File: src/rtl/rwt_pkg.sv
package rwt_pkg;
  typedef enum logic [1:0] {
    WOP_IDLE    = 2'd0,
    WOP_DOWN    = 2'd1,
    WOP_UP      = 2'd2,
    WOP_TRAP    = 2'd3
  } win_op_e;
endpackage

File: src/rtl/rwt_window.sv
module rwt_window
  import rwt_pkg::*;
#(
  parameter int NWIN = 32,
  localparam int CW = $clog2(NWIN)
) (
  input  logic            clk,
  input  logic            rst_n,
  input  win_op_e         op,
  input  logic            wim_we,
  input  logic [NWIN-1:0] wim_wdata,
  output logic [CW-1:0]   cur_win,
  output logic [CW-1:0]   down_win,
  output logic            win_ovf,
  output logic            win_unf
);
  logic [NWIN-1:0] mask_q;
  logic [CW-1:0]   up_win;

  always_comb begin
    down_win = (cur_win == '0) ? CW'(NWIN - 1) : cur_win - CW'(1);
    up_win   = (cur_win == CW'(NWIN - 1)) ? '0 : cur_win + CW'(1);
  end

  always_ff @(posedge clk) begin
    if (!rst_n) begin
      cur_win <= '0;
      mask_q  <= '0;
      win_ovf <= 1'b0;
      win_unf <= 1'b0;
    end else begin
      win_ovf <= 1'b0;
      win_unf <= 1'b0;
      if (wim_we) mask_q <= wim_wdata;
      case (op)
        WOP_DOWN: if (mask_q[down_win]) win_ovf <= 1'b1;
                  else                  cur_win <= down_win;
        WOP_UP:   if (mask_q[up_win])   win_unf <= 1'b1;
                  else                  cur_win <= up_win;
        WOP_TRAP: cur_win <= down_win;
        default:  ;
      endcase
    end
  end


  ovf_holds_win_chk: assert property (@(posedge clk) disable iff (!rst_n)
    win_ovf |-> cur_win == $past(cur_win));

  unf_holds_win_chk: assert property (@(posedge clk) disable iff (!rst_n)
    win_unf |-> cur_win == $past(cur_win));

  ovf_unf_excl_chk: assert property (@(posedge clk) disable iff (!rst_n)
    !(win_ovf && win_unf));
endmodule

File: src/rtl/rwt_trap_state.sv
module rwt_trap_state #(
  parameter int XLEN = 32,
  parameter int TTW  = 8,
  localparam int LO  = TTW + 4,
  localparam int BW  = XLEN - LO
) (
  input  logic           clk,
  input  logic           rst_n,
  input  logic           take_trap,
  input  logic [TTW-1:0] trap_type,
  input  logic           ctl_we,
  input  logic           ctl_sup,
  input  logic           ctl_en,
  input  logic           base_we,
  input  logic [BW-1:0]  base_wdata,
  output logic           prev_sup,
  output logic           sup,
  output logic           trap_en,
  output logic [XLEN-1:0] tbr
);
  logic [BW-1:0]  base_q;
  logic [TTW-1:0] tt_q;

  always_ff @(posedge clk) begin
    if (!rst_n) begin
      prev_sup <= 1'b0;
      sup      <= 1'b1;
      trap_en  <= 1'b0;
      base_q   <= '0;
      tt_q     <= '0;
    end else begin
      if (take_trap) begin
        prev_sup <= sup;
        sup      <= 1'b1;
        trap_en  <= 1'b0;
        tt_q     <= trap_type;
      end else if (ctl_we) begin
        sup     <= ctl_sup;
        trap_en <= ctl_en;
      end
      if (base_we) base_q <= base_wdata;
    end
  end

  assign tbr = {base_q, tt_q, 4'b0000};


  trap_entry_bits_chk: assert property (@(posedge clk) disable iff (!rst_n)
    take_trap |=> (sup && !trap_en && prev_sup == $past(sup)));

  trap_number_field_chk: assert property (@(posedge clk) disable iff (!rst_n)
    take_trap |=> (tbr[LO-1:4] == $past(trap_type) && tbr[3:0] == 4'b0000));
endmodule

File: src/rtl/rwt_link.sv
module rwt_link #(
  parameter int XLEN = 32,
  parameter int TTW  = 8,
  parameter int CW   = 5
) (
  input  logic            clk,
  input  logic            rst_n,
  input  logic            take_trap,
  input  logic [TTW-1:0]  trap_type,
  input  logic [XLEN-1:0] pc,
  input  logic [XLEN-1:0] npc,
  input  logic [CW-1:0]   new_win,
  output logic            link_we,
  output logic [CW-1:0]   link_win,
  output logic [XLEN-1:0] link_ret0,
  output logic [XLEN-1:0] link_ret1
);
  logic            resume_class;
  logic [XLEN-1:0] ret0_d, ret1_d;

  always_comb begin
    resume_class = trap_type[TTW-1];
    ret0_d = resume_class ? pc  : pc - XLEN'(4);
    ret1_d = resume_class ? npc : pc;
  end

  always_ff @(posedge clk) begin
    if (!rst_n) begin
      link_we   <= 1'b0;
      link_win  <= '0;
      link_ret0 <= '0;
      link_ret1 <= '0;
    end else begin
      link_we <= take_trap;
      if (take_trap) begin
        link_win  <= new_win;
        link_ret0 <= ret0_d;
        link_ret1 <= ret1_d;
      end
    end
  end


  link_follows_trap_chk: assert property (@(posedge clk) disable iff (!rst_n)
    link_we |-> $past(take_trap));
endmodule

File: src/rtl/regwin_trap_ctrl.sv
module regwin_trap_ctrl
  import rwt_pkg::*;
#(
  parameter int NWIN = 32,
  parameter int XLEN = 32,
  parameter int TTW  = 8,
  localparam int CW  = $clog2(NWIN),
  localparam int BW  = XLEN - TTW - 4
) (
  input  logic            clk,
  input  logic            rst_n,
  input  logic            save_req,
  input  logic            restore_req,
  input  logic            trap_req,
  input  logic [TTW-1:0]  trap_type,
  input  logic [XLEN-1:0] pc,
  input  logic [XLEN-1:0] npc,
  input  logic            wim_we,
  input  logic [NWIN-1:0] wim_wdata,
  input  logic            ctl_we,
  input  logic            ctl_sup,
  input  logic            ctl_en,
  input  logic            base_we,
  input  logic [BW-1:0]   base_wdata,
  output logic [CW-1:0]   cur_win,
  output logic            prev_sup,
  output logic            sup,
  output logic            trap_en,
  output logic [XLEN-1:0] tbr,
  output logic            win_ovf,
  output logic            win_unf,
  output logic            link_we,
  output logic [CW-1:0]   link_win,
  output logic [XLEN-1:0] link_ret0,
  output logic [XLEN-1:0] link_ret1
);
  win_op_e       op;
  logic [CW-1:0] down_win;

  always_comb begin
    if (trap_req)         op = WOP_TRAP;
    else if (save_req)    op = WOP_DOWN;
    else if (restore_req) op = WOP_UP;
    else                  op = WOP_IDLE;
  end

  rwt_window #(.NWIN(NWIN)) u_win (
    .clk(clk), .rst_n(rst_n), .op(op),
    .wim_we(wim_we), .wim_wdata(wim_wdata),
    .cur_win(cur_win), .down_win(down_win),
    .win_ovf(win_ovf), .win_unf(win_unf)
  );

  rwt_trap_state #(.XLEN(XLEN), .TTW(TTW)) u_state (
    .clk(clk), .rst_n(rst_n), .take_trap(trap_req), .trap_type(trap_type),
    .ctl_we(ctl_we), .ctl_sup(ctl_sup), .ctl_en(ctl_en),
    .base_we(base_we), .base_wdata(base_wdata),
    .prev_sup(prev_sup), .sup(sup), .trap_en(trap_en), .tbr(tbr)
  );

  rwt_link #(.XLEN(XLEN), .TTW(TTW), .CW(CW)) u_link (
    .clk(clk), .rst_n(rst_n), .take_trap(trap_req), .trap_type(trap_type),
    .pc(pc), .npc(npc), .new_win(down_win),
    .link_we(link_we), .link_win(link_win),
    .link_ret0(link_ret0), .link_ret1(link_ret1)
  );


  trap_beats_move_chk: assert property (@(posedge clk) disable iff (!rst_n)
    (trap_req && (save_req || restore_req)) |=> (!win_ovf && !win_unf && link_we));
endmodule

File: config.mk
export PLATFORM = sky130hd
export DESIGN_NAME = regwin_trap_ctrl
export DESIGN_NICKNAME = d
export VERILOG_FILES = /design/src/rtl/rwt_pkg.sv /design/src/rtl/rwt_window.sv /design/src/rtl/rwt_trap_state.sv /design/src/rtl/rwt_link.sv /design/src/rtl/regwin_trap_ctrl.sv
export SDC_FILE = /design/constraint.sdc
export NUM_CORES = 1
export LEC_CHECK = 0
export ABC_AREA = 1
export BUFFER_PORTS_ARGS = -buffer_cell sky130_fd_sc_hd__buf_4
export CAP_MARGIN = 20
export CORE_ASPECT_RATIO = 0.8
export CORE_MARGIN = 1.5
export CORE_UTILIZATION = 35
export CTS_BUF_LIST = sky130_fd_sc_hd__clkbuf_4 sky130_fd_sc_hd__clkbuf_8
export DETAILED_ROUTE_END_ITERATION = 10
export PLACE_DENSITY = 0.6
export SYNTH_ARGS = -nofsm -noshare
export SYNTH_HDL_FRONTEND = slang
export SYNTH_SLANG_ARGS = --single-unit
File: constraint.sdc
create_clock -name clk -period 6 [get_ports clk]
set_input_delay 0.3 -clock clk [delete_from_list [all_inputs] [get_ports clk]]
set_output_delay 0.3 -clock clk [all_outputs]
set_load 0.005 [all_outputs]
==> results summary, run 1 <==
The flow ran to the end, and the final reports show no timing, DRC or antenna violations. The detail route stage leaves a number of antenna-violating nets equal to 0. The number of cell rows came out at 44. The final worst-path cycle share is 0.602.

The post-cts gate resize count is 0. The die covers 0.0192 mm^2. The number of fill cells is 1849. The static power due to leakage is ~4 nW. The area of placed instances came out at ~0.0083 mm^2.

The setup check on the worst reg-to-reg path leaves a slack of about 2.4 ns. The number of cells on the worst reg-to-reg path is 13. The sum of negative setup slack is 0 ns. The growth of design area from synthesis to finish is 36.2%. The violation count after the first detailed-routing iteration came out at 369. The sum of routed wire length over all layers is 19400 um. The initial antenna violation count is 0. The worst hold path belongs to the class input pin to register. The number of different library cells used by synthesis comes to 37. The total of warnings raised by yosys is 0. The worst-path cell with the longest stage delay is dfxtp_1. The slew at the pin closest to its max-slew limit came out at 0.932 ns. The tree is rooted in a clkbuf_8. The number of max-slew violations in the final report came out at 0. Clock skew on the completed layout was measured at 0.00985 ns. The maximum count of clock buffers along a single path is 2.

The number of vias after detailed routing is approximately 6500. The pin count of the biggest net entering global routing is 81. The clock share of power is 0.290. The number of clock sinks came out at 140. Dividing total power by cell area gives a power density of 337 mW/mm^2. The number of placed I/O pins came out at 246. The peak ir drop on the vdd network is 0.181 mV. Across all hold checks on the routed design, the worst slack comes to 0.0756 ns. The area of all placed cells without fillers is 0.00876 mm^2.

The level count of the clock H-tree came out at 4. The area share of the largest cell type after synthesis came out at 0.435. The analysis attributes to net switching a power of about 0.0011 W. Measured against its own limit, the worst slew margin works out to 0.378.

Of the total power, the share spent switching nets is 0.362. The logic gate share of total power came out at 0.338. The highest fanout seen on the critical path came out at 22.

The end point of the worst hold path is u_state.trap_en. By area the synthesized netlist is led by dfxtp_1 44%, o21ai_0 13%, nand2_1 7.4%, nor2_1 6.4%, nand3_1 5.4%. The overall overflow remaining after global route came out at 0. Setup violations remaining at the end of the flow were counted as 0.

The critical path goes through inv_1 -> ha_1 -> inv_1 -> a21oi_1 -> o21ai_0 -> nand3_1 -> nand3_1 -> nand3b_1 -> nand2_1 -> nor2_1 -> nand2_4 -> nor2_1 -> nor2_2. The routability congestion estimate from global placement is about 0.85. The number of nets in the layout is 1249. The number of instances on the worst hold path is 2. The placed wire-length estimate is ~14000 um. STA classifies the critical path startpoint as a register. The number of flip-flops and latches in the synthesized netlist came out at 140.

The start of the worst register-to-register path is u_win.cur_win[0]. Of the total power, registers draw 0.372. Max-cap violations in this run came to 0. The clock latency of the later-clocked register in the worst-skew pair is 0.42 ns.

The netlist area before placement is 0.00644 mm^2. STA classifies the critical path endpoint as a register. The total clock buffers created by CTS came out at 17.

The via-per-instance ratio came out at 4.83. Setup repair after global routing left no endpoint under its margin. The standard cell core area came out at between 0.015 and 0.02 mm^2. In the final routed layout, each cell accounts on average for roughly 14 um. The maximum clock frequency is 277 MHz. The number of endpoints with negative hold slack in the final report is 0. Buffers added to address setup during post-CTS repair amount to 0.

The cell count after synthesis came out at around 900. The DRC violation count after routing came out at 0. The number of global-route vias before repair is 6061. The die outline width came out at 155 um. The biggest area contributor in the post-synthesis netlist is dfxtp_1.

Internal power comes to ~0.0019 W. The critical path required time came out at 6.32 ns. The count of inserted antenna diode cells is 0. The ratio of cells with drive above 1 in the final layout came out at 0.271. The number of hold buffers added after CTS was 0.

The detailed-routing iteration count for the pre-antenna-repair pass is 5. The number of instances in the placed design came out at 1322. The total global-route track usage is 0.202. The worst stage delay on the critical path is about 0.94 ns.

In this run the critical register-to-register path is captured at u_win.cur_win[2]. Timing analysis after detailed placement gives a worst setup slack of 2.49 ns. The critical setup path kind is register to register. The first-pass GRT wire length came out at 31300 um.

The final standard cell count with taps included and fillers excluded came out at approximately 1400. The routed design could run at a clock period as short as roughly 3.6 ns. The initial standard-cell utilization of the core came out at 0.356.

The final worst slack is roughly 2.4 ns. The post-synthesis average cell area is roughly 7 um^2. Clock-pin slew was measured on the worst setup and hold paths at 0.08 ns. The fraction of the yosys area taken by sequential cells came out at 0.435.

The arrival time reported for the critical path endpoint is slightly below 4 ns. The number of I/O port buffers is around 240. The floorplan die height came out at between 100 and 150 um. TritonCTS built the clock tree.

The worst hold path startpoint is ctl_we.
cell families (layout without fill, tap and decap cells):
logic type / count (synthesis) / in the layout / synth area share
flops: 140 / 140 / 0.435
simple gates: 348 / 348 / 0.243
other cells: 1 / 4 / 0.000583
xor+xnor: 7 / 7 / 0.00953
buf+inv: 145 / 368 / 0.0939
fa+ha+maj: 4 / 4 / 0.00778
compound gates: 253 / 253 / 0.210
final cells by class:
| cell class | instances | area (um^2) | area share |
|---|---|---|---|
| Clock inverter | 13 | 190 | 0.0217 |
| Clock buffer | 19 | 255 | 0.0291 |
| Multi-Input combinational cell | 616 | 3050 | 0.348 |
| Sequential cell | 140 | 2800 | 0.320 |
| Timing Repair Buffer | 245 | 1840 | 0.210 |
| Inverter | 91 | 342 | 0.0390 |
| Tap cell | 230 | 288 | 0.0328 |
metrics by stage:
step,total power [W],util
final,0.00295,0.485
after global placement,0.00210,0.461
after CTS,0.00297,0.485
after floorplan,0.00179,-
after global routing,0.00316,0.485
after detailed placement,0.00211,0.461
power by group through the flow:
stage | clock, W | sequential (W) | combinational (W)
finish | 0.000856 | 0.00110 | 0.000996
CTS | 0.000876 | 0.00110 | 0.000991
global placement | 0 | 0.00112 | 0.000983
floorplan | 0 | 0.00109 | 0.000706
global route | 0.000917 | 0.00111 | 0.00113
detailed placement | 0 | 0.00112 | 0.000988
registers in the layout (all words and copies together) (netlist names):
register,flops
u_link.link_ret0,32
u_link.link_ret1,32
u_win.mask_q,32
u_state.base_q,20
u_state.tt_q,8
u_link.link_win,5
u_win.cur_win,5
u_link.link_we,1
u_state.prev_sup,1
u_state.sup,1
u_state.trap_en,1
u_win.win_ovf,1
u_win.win_unf,1
cells in the mapped netlist:
cell type / n
inv_1: 89
o21ai_1: 1
clkinv_1: 1
nor2_4: 3
buf_8: 1
nor3_2: 1
nand4_1: 4
ha_1: 4
o21ai_0: 169
nand3_1: 70
a21oi_1: 61
a22o_1: 14
inv_2: 1
nand2_2: 1
buf_2: 6
buf_4: 5
nor2_1: 109
xor2_1: 6
o211ai_1: 2
nand4_2: 4
nor2_2: 10
nand2_1: 127
dfxtp_1: 140
or2_2: 1
o31ai_1: 2
nand3_4: 1
nand3b_1: 1
conb_1: 1
xnor2_1: 1
buf_6: 3
nand2_4: 2
nor3_1: 9
buf_1: 2
nand3_2: 3
nor4_1: 2
clkbuf_1: 37
a32o_1: 4
critical path: cells and delay by family (launching register included):
family / cells / cell delay (ns)
fa+ha+maj: 1 / 0.75
flops: 1 / 0.94
compound gates: 2 / 0.33
buf+inv: 2 / 0.60
simple gates: 8 / 0.88
per-layer routing:
metal	up-vias	GRT usage	wire, um
met5	-	0	0
met4	0	0.0560	136
met3	7	0.0456	1100
met2	184	0.301	8360
met1	2959	0.290	9810
li1	3386	-	-
cells in the final DEF (no fill, tap or decap), types with 5 or more instances in the layout:
cell type  Yosys  final
a21oi_1       61     61
a22o_1        14     14
buf_4          5    245
clkbuf_8       0     18
clkinv_4       0      5
dfxtp_1      140    140
inv_1         89     89
nand2_1      127    127
nand3_1       70     70
nor2_1       109    108
nor2_2        10     10
nor3_1         9      9
o21ai_0      169    169
xor2_1         6      6
how the worst max path moves through the flow:
stage | end | from | depth (start not counted)
floorplan | u_win.cur_win[0] | u_win.cur_win[0] | 16
global placement | u_win.cur_win[3] | u_win.cur_win[0] | 13
detailed placement | u_win.cur_win[2] | u_win.cur_win[0] | 13
CTS | u_win.cur_win[2] | u_win.cur_win[0] | 13
global route | u_win.cur_win[1] | u_win.cur_win[0] | 13
finish | u_win.cur_win[2] | u_win.cur_win[0] | 13
No activity file was read; power rests on OpenSTA's default activity.
==> run 2: changes to the inputs <==
- PLACE_DENSITY: 0.6 -> 0.63
- clock period: 6 -> 3.05 ns (I/O delays scaled with it)
==> run 2 against run 1 <==
Effect of this change:
- final cell count is 7.8% higher
- largest power group is now combinational logic
- global-route usage is 1.3 points higher
- highest routed layer unchanged
- clock power is 83% higher
- worst hold slack worse by 0.050 ns
- total power is 98% higher
- design area is 12% higher
- clock skew is 0.0048 ns higher
==> results summary, run 2 (same netlist as run 1, synthesis figures left out) <==
The final worst-path cycle share is 0.817 (+0.214). The maximum clock skew at final layout came to 0.0146 ns (+0.00476 ns). The per-cell routed wire length came to 14.2 um (-0.97%). The critical path required time was 3.38 ns (-2.94 ns). In the layout the commonest cells are 248 x buf_4, 169 x o21ai_0, 140 x dfxtp_1. The number of buffers added for setup after CTS is 0 (unchanged). The maximum count of clock buffers along a single path came to 2 (unchanged).

The utilization of the core after routing came to 0.543 (+0.0573). The startpoint identified for the worst hold timing path is wim_wdata[26]. The count of inserted antenna diode cells came out at 0 (unchanged). The cell area power density came out at 597 mW/mm^2 (+78%). The number of max-slew violations in the final report is 0 (unchanged). The quantity of hold-fixing buffers added after cts is 101 (+101).

The maximum clock frequency came out at 402 MHz (+45%). The setup slack of the most critical reg-to-reg path came out at 0.56 ns (-1.83 ns). The ratio of cells with drive above 1 in the final layout is 0.251 (-0.0199).

The sum of negative setup slack came to 0 ns (unchanged). The pre-CTS setup slack came out at 0.596 ns (-1.89 ns). Walking the worst path, the cells encountered are ha_1 -> nand2_1 -> nor2_1 -> ha_1 -> nor2_4 -> o21ai_0 -> nand3_1 -> nand3_1 -> nand3b_1 -> nand2_1 -> nor2_1 -> nand2_4 -> nor2_1 -> nor2_2.

The DRC violation count after routing was 0 (unchanged). The largest registers in the layout are u_link.link_ret0: 32 flops, u_link.link_ret1: 32 flops, u_win.mask_q: 32 flops. The level count of the clock H-tree is 4 (unchanged). The slew at the pin closest to its max-slew limit is 0.618 ns (-0.314 ns). The final worst slack came out at 0.560 ns (-1.83 ns). The number of endpoints with negative hold slack in the final report came out at 0 (unchanged).

The minimum clock period came to 2.49 ns (-1.12 ns). The run finished with clean final reports. The smallest hold slack is 0.0255 ns (-0.0501 ns). The number of nets in the layout is 1355 (+8.5%). The worst setup path is of the register to register kind.

The highest fanout seen on the critical path came out at 33 (+50%). The overall overflow remaining after global route is 0 (unchanged). The tightest slew margin relative to the limit is 0.588 (+0.210).

The placed wire-length estimate is 13800 um (+1.6%). The post-cts gate resize count is 0 (unchanged). The arrival time reported for the critical path endpoint is 2.82 ns (-1.11 ns). The number of global-route vias before repair is 6583 (+8.6%). STA classifies the critical path startpoint as a register.

TritonCTS built the clock tree. The die outline width is 155 um (unchanged). The total global-route track usage is 0.214 (+0.0125). The worst register-to-register path begins at u_win.cur_win[1].

The number of max-cap violations is 0 (unchanged). The violation count after the first detailed-routing iteration came out at 487 (+32%). The growth of design area from synthesis to finish came out at 52.3%.

The standard cell core area came to 0.0181 mm^2 (unchanged). The number of cell rows came out at 44 (unchanged). The detailed-routing iteration count for the pre-antenna-repair pass came to 6 (+1). The most common cell after layout, fill and taps aside is buf_4. The most numerous cell type found on the critical path is nor2_1.

Setup repair after global routing left no endpoint under its margin. The root buffer cell is clkbuf_8. The floorplan die height is 124 um (unchanged). The sum of routed wire length over all layers came out at 20700 um (+6.7%). The pin count of the biggest net entering global routing came out at 66 (-19%).

The initial standard-cell utilization of the core was 0.356 (unchanged). For this design, the slowest cell found on the critical path is nor2_4. The total clock buffers created by CTS is 17 (unchanged). The number of I/O port buffers is 241 (unchanged). The number of placed I/O pins came out at 246 (unchanged). The initial antenna violation count came out at 0 (unchanged). The routability congestion estimate from global placement came out at 0.868 (+1.5%).

The number of clock sinks is 140 (unchanged). In this run the worst hold path is classified as input pin to register. STA classifies the critical path endpoint as a register. The clock latency of the later-clocked register in the worst-skew pair is 0.44 ns (+0.02 ns). The static power due to leakage came out at 4.56 nW (+11%). The antenna violation net count after detailed routing is 0 (unchanged). The die footprint came out at 0.0192 mm^2 (unchanged). The via-per-instance ratio came out at 4.84 (+0.30%). The first-pass GRT wire length came out at 33100 um (+5.9%). The peak ir drop on the vdd network was 0.324 mV (+79%). The worst stage delay on the critical path is 0.45 ns (-0.49 ns). The most critical setup path has its startpoint at u_win.cur_win[1]. The clock transition at the registers of the reported paths came out at 0.07 ns (about the same). The total of endpoints with negative setup slack in the final report was 0 (unchanged).

The number of vias after detailed routing is 7064 (+8.1%).
==> run 2: final cells by class <==
cell class / instances / area [um^2]
Clock inverter: 13 / 165
Sequential cell: 140 / 2800
Clock buffer: 18 / 241
Fill cell: 1692 / 8260
Timing Repair Buffer: 351 / 2910
Inverter: 91 / 342
Multi-Input combinational cell: 616 / 3050
Tap cell: 230 / 288
==> run 2: final timing paths <==
path,end,cells past startpoint
worst max register to register,u_win.cur_win[1],14
worst min register to register,u_link.link_ret0[3],2
worst min-delay path,u_win.mask_q[26],3
worst max-delay path,u_win.cur_win[1],14
==> run 2: worst max-delay path, delay by kind of cell, from the launching register on <==
family,cells,cell delay (ns)
AND/OR/NAND/NOR,11,1.42
adder cells (fa/ha/maj),2,0.43
flip-flops,1,0.36
AO/OA/AOI/OAI,1,0.17
==> run 2: routing by layer <==
metal  track usage  up-vias  part of all wire
met5             0        -                 0
met1         0.303     3213              0.48
li1              -     3609                 -
met3        0.0498       20             0.065
met2         0.328      222              0.44
met4        0.0537        0             0.014
==> run 2: per-stage QoR <==
stage          std cells  cell area (um^2)  power, W
5_1_grt             1459              9800   0.00627
4_1_cts             1458              9780   0.00589
6_report            1459              9800   0.00585
2_1_floorplan        901              6450   0.00353
3_3_place_gp        1326              8360   0.00417
3_5_place_dp        1326              8360   0.00419
==> run 2: power by group <==
group          internal [W]  leakage [nW]  switching [W]
Clock              0.000818         0.195       0.000751
Sequential          0.00200          1.16       0.000116
Combinational      0.000905          3.20        0.00127
==> run 3: changes to the inputs <==
- PLACE_DENSITY: 0.63 -> 0.6
- clock period: 3.05 -> 2.52 ns (I/O delays scaled with it)
==> run 3 against run 2 <==
Effect of this change:
- critical endpoint is now u_win.cur_win[3]
- worst setup slack worse by 0.31 ns
- core utilization is 1.5 points higher
- global-route usage is 1.0 points higher
- clock skew is 0.0023 ns lower
- register-to-register slack worse by 0.31 ns
- sequential power is 20% higher
- count of clock-buffer cells in the layout is 2 higher
- non-clock buffer count is 30 higher
- largest cell class is now non-clock buffers
- design area is 2.8% higher
- combinational power is 33% higher
==> results summary, run 3 (same netlist as run 1, synthesis figures left out) <==
The flow ran to the end, and the final reports show no timing, DRC or antenna violations. The root buffer cell is clkbuf_8. The largest registers in the layout are u_link.link_ret0: 32 flops, u_link.link_ret1: 32 flops, u_win.mask_q: 32 flops. The library cells used most frequently in the layout, excluding fill and tap cells, are 257 x buf_4, 168 x o21ai_0, 138 x dfxtp_1.

The final worst slack came out at 0.251 ns (-0.309 ns). The cell area power density came out at 718 mW/mm^2 (+20%). The highest fanout seen on the critical path came to 33 (unchanged). The number of max-cap violations is 0 (unchanged).

The maximum clock skew at final layout is 0.0123 ns (-0.00227 ns). The number of clock sinks was 140 (unchanged). The number of placed I/O pins is 246 (unchanged). The antenna violation net count after detailed routing came out at 0 (unchanged). The number of endpoints with negative hold slack in the final report was 0 (unchanged). The static power due to leakage is 4.71 nW (+3.4%). The routability congestion estimate from global placement is 0.879 (+1.3%). The standard cell core area came to 0.0181 mm^2 (unchanged). The switching part of the total came out at 0.364 (-0.000608). The overall overflow remaining after global route was 0 (unchanged). The total clock buffers created by CTS is 17 (unchanged). The number of buffers added for setup after CTS came out at 0 (unchanged). The die outline width came out at 155 um (unchanged). The number of fill cells is 1735 (+2.5%).

STA classifies the critical path endpoint as a register. The per-cell routed wire length came out at 14.3 um (+1.1%). The final standard cell count with taps included and fillers excluded came out at 1489 (+2.1%). The maximum clock frequency is 441 MHz (+9.7%). The DRC violation count after routing is 0 (unchanged). The minimum clock period is 2.27 ns (-0.221 ns).

The internal power summed over all cells came out at 0.00460 W (+24%). The tightest slew margin relative to the limit is 0.597 (+0.00945). The ratio of cells with drive above 1 in the final layout came to 0.257 (+0.00513).

The worst stage delay on the critical path came out at 0.37 ns (-0.08 ns). The capturing point of the worst reg2reg path is u_win.cur_win[3]. The peak ir drop on the vdd network is 0.401 mV (+24%).

The level count of the clock H-tree came to 4 (unchanged). The number of vias after detailed routing was 7139 (+1.1%). TritonCTS built the clock tree.

The clock latency of the later-clocked register in the worst-skew pair is 0.45 ns (about the same). The worst hold path begins at pc[7]. The pre-CTS setup slack is 0.156 ns (-0.440 ns). The detailed-routing iteration count for the pre-antenna-repair pass came out at 5 (-1). The critical setup path kind is register to register.

The number of instances on the worst hold path came out at 3 (unchanged). The clock share of power was 0.251 (-0.017). The register share of total power came out at 0.351 (-0.010). The via-per-instance ratio is 4.79 (-0.97%). The floorplan die height came out at 124 um (unchanged). The final worst-path cycle share is 0.901 (+0.0840). The die footprint was 0.0192 mm^2 (unchanged). The min-delay analysis places its worst path in the category input pin to register.

The slew at the pin closest to its max-slew limit is 0.604 ns (-0.0142 ns). The initial antenna violation count is 0 (unchanged). The initial standard-cell utilization of the core is 0.356 (unchanged). The path with the worst hold slack has its endpoint at u_link.link_ret1[7]. The first-pass GRT wire length came out at 34800 um (+5.2%). The pin count of the biggest net entering global routing came out at 78 (+18%). The switching component of the power is 0.00263 W (+23%). The number of instances in the placed design came out at 1336 (+0.75%). The total area of multi-input combinational cells is 0.00306 mm^2 (+0.29%). The maximum count of clock buffers along a single path is 2 (unchanged). The placed wire-length estimate is 14300 um (+2.9%).

The kind of start point of the critical path is a register. The number of global-route vias before repair was 6940 (+5.4%). The logic gate share of total power is 0.398 (+0.027).

The flip-flop and latch area came out at 0.00281 mm^2 (about the same). The sum of negative setup slack came out at 0 ns (unchanged). The number of cell rows is 44 (unchanged). The violation count after the first detailed-routing iteration came to 378 (-22%).

Setup repair after global routing left no endpoint under its margin. The most common cell after layout, fill and taps aside is buf_4. The arrival time reported for the critical path endpoint is 2.61 ns (-0.21 ns). The growth of design area from synthesis to finish is 56.5%.

The slowest stage of the critical path belongs to the cell dfxtp_2. The sum of routed wire length over all layers is 21400 um (+3.1%). The signal on the critical path passes through ha_1 -> nand2_1 -> nor2_1 -> ha_2 -> nor2_4 -> buf_12 -> a21oi_1 -> o21ai_0 -> nand3_1 -> nand3_1 -> nand3b_1 -> nand2_1 -> nor2_2 -> nand2_4 -> nor2_1 -> nor2_2. The clock transition at the registers of the reported paths came out at 0.08 ns (about the same). The setup slack of the most critical reg-to-reg path came out at 0.25 ns (-0.31 ns). The critical path required time came out at 2.86 ns (-0.52 ns). The total global-route track usage was 0.224 (+0.0104). The number of cells on the worst reg-to-reg path came out at 16 (+2). The number of max-slew violations in the final report came out at 0 (unchanged). The total of endpoints with negative setup slack in the final report is 0 (unchanged).

The number of I/O port buffers is 241 (unchanged). The worst register-to-register path begins at u_win.cur_win[1]. The count of inserted antenna diode cells came to 0 (unchanged). The number of nets in the layout is 1385 (+2.2%).
[run 3: power groups by stage]
| stage | clock (W) | sequential (W) | combinational, W |
|---|---|---|---|
| floorplan | 0 | 0.00259 | 0.00168 |
| global placement | 0 | 0.00258 | 0.00267 |
| detailed placement | 0 | 0.00258 | 0.00270 |
| CTS | 0.00187 | 0.00253 | 0.00286 |
| global route | 0.00197 | 0.00256 | 0.00323 |
| finish | 0.00181 | 0.00254 | 0.00288 |
[run 3: how the worst max path moves through the flow]
stage	to	from	cells past startpoint
floorplan	u_win.cur_win[0]	u_win.cur_win[0]	16
global placement	u_win.cur_win[2]	u_win.cur_win[1]	16
detailed placement	u_win.cur_win[2]	u_win.cur_win[1]	16
CTS	u_win.cur_win[2]	u_win.cur_win[1]	16
global route	u_win.cur_win[0]	u_win.cur_win[1]	17
finish	u_win.cur_win[3]	u_win.cur_win[1]	16
[run 3: layout make-up]
class / count / area share
clock buffer: 20 / 0.0267
clock inverter: 11 / 0.0119
inverter: 91 / 0.0339
multi-input combinational: 616 / 0.304
sequential: 140 / 0.279
tap: 230 / 0.0286
timing repair buffer: 381 / 0.317
[run 3: metal layers]
| metal | wire length [um] | up-vias | track usage |
|---|---|---|---|
| met5 | 0 | - | 0 |
| met2 | 9350 | 229 | 0.347 |
| met4 | 537 | 0 | 0.0877 |
| li1 | - | 3658 | - |
| met3 | 1380 | 35 | 0.0543 |
| met1 | 10100 | 3217 | 0.301 |
[run 3: through the flow]
stage	hold slack, ns	total power (W)	cell area, um^2	util
CTS	0.00243	0.00727	10100	0.557
global route	0.00730	0.00776	10100	0.558
floorplan	0.216	0.00427	6450	-
global placement	0.336	0.00525	8450	0.468
finish	0.0234	0.00723	10100	0.558
detailed placement	0.336	0.00528	8450	0.468
[run 3: worst max-delay path: cells and delay by family (launching register included)]
family | cells | cell delay, ns
fa+ha+maj | 2 | 0.39
simple gates | 11 | 1.01
flops | 1 | 0.37
compound gates | 2 | 0.24
buf+inv | 1 | 0.16
[run 3: what timing repair did]
action	CTS	global route
hold buffers	122	0
endpoints found under the hold margin	101	0
gates resized for setup	0	6
setup endpoints to repair	0	5
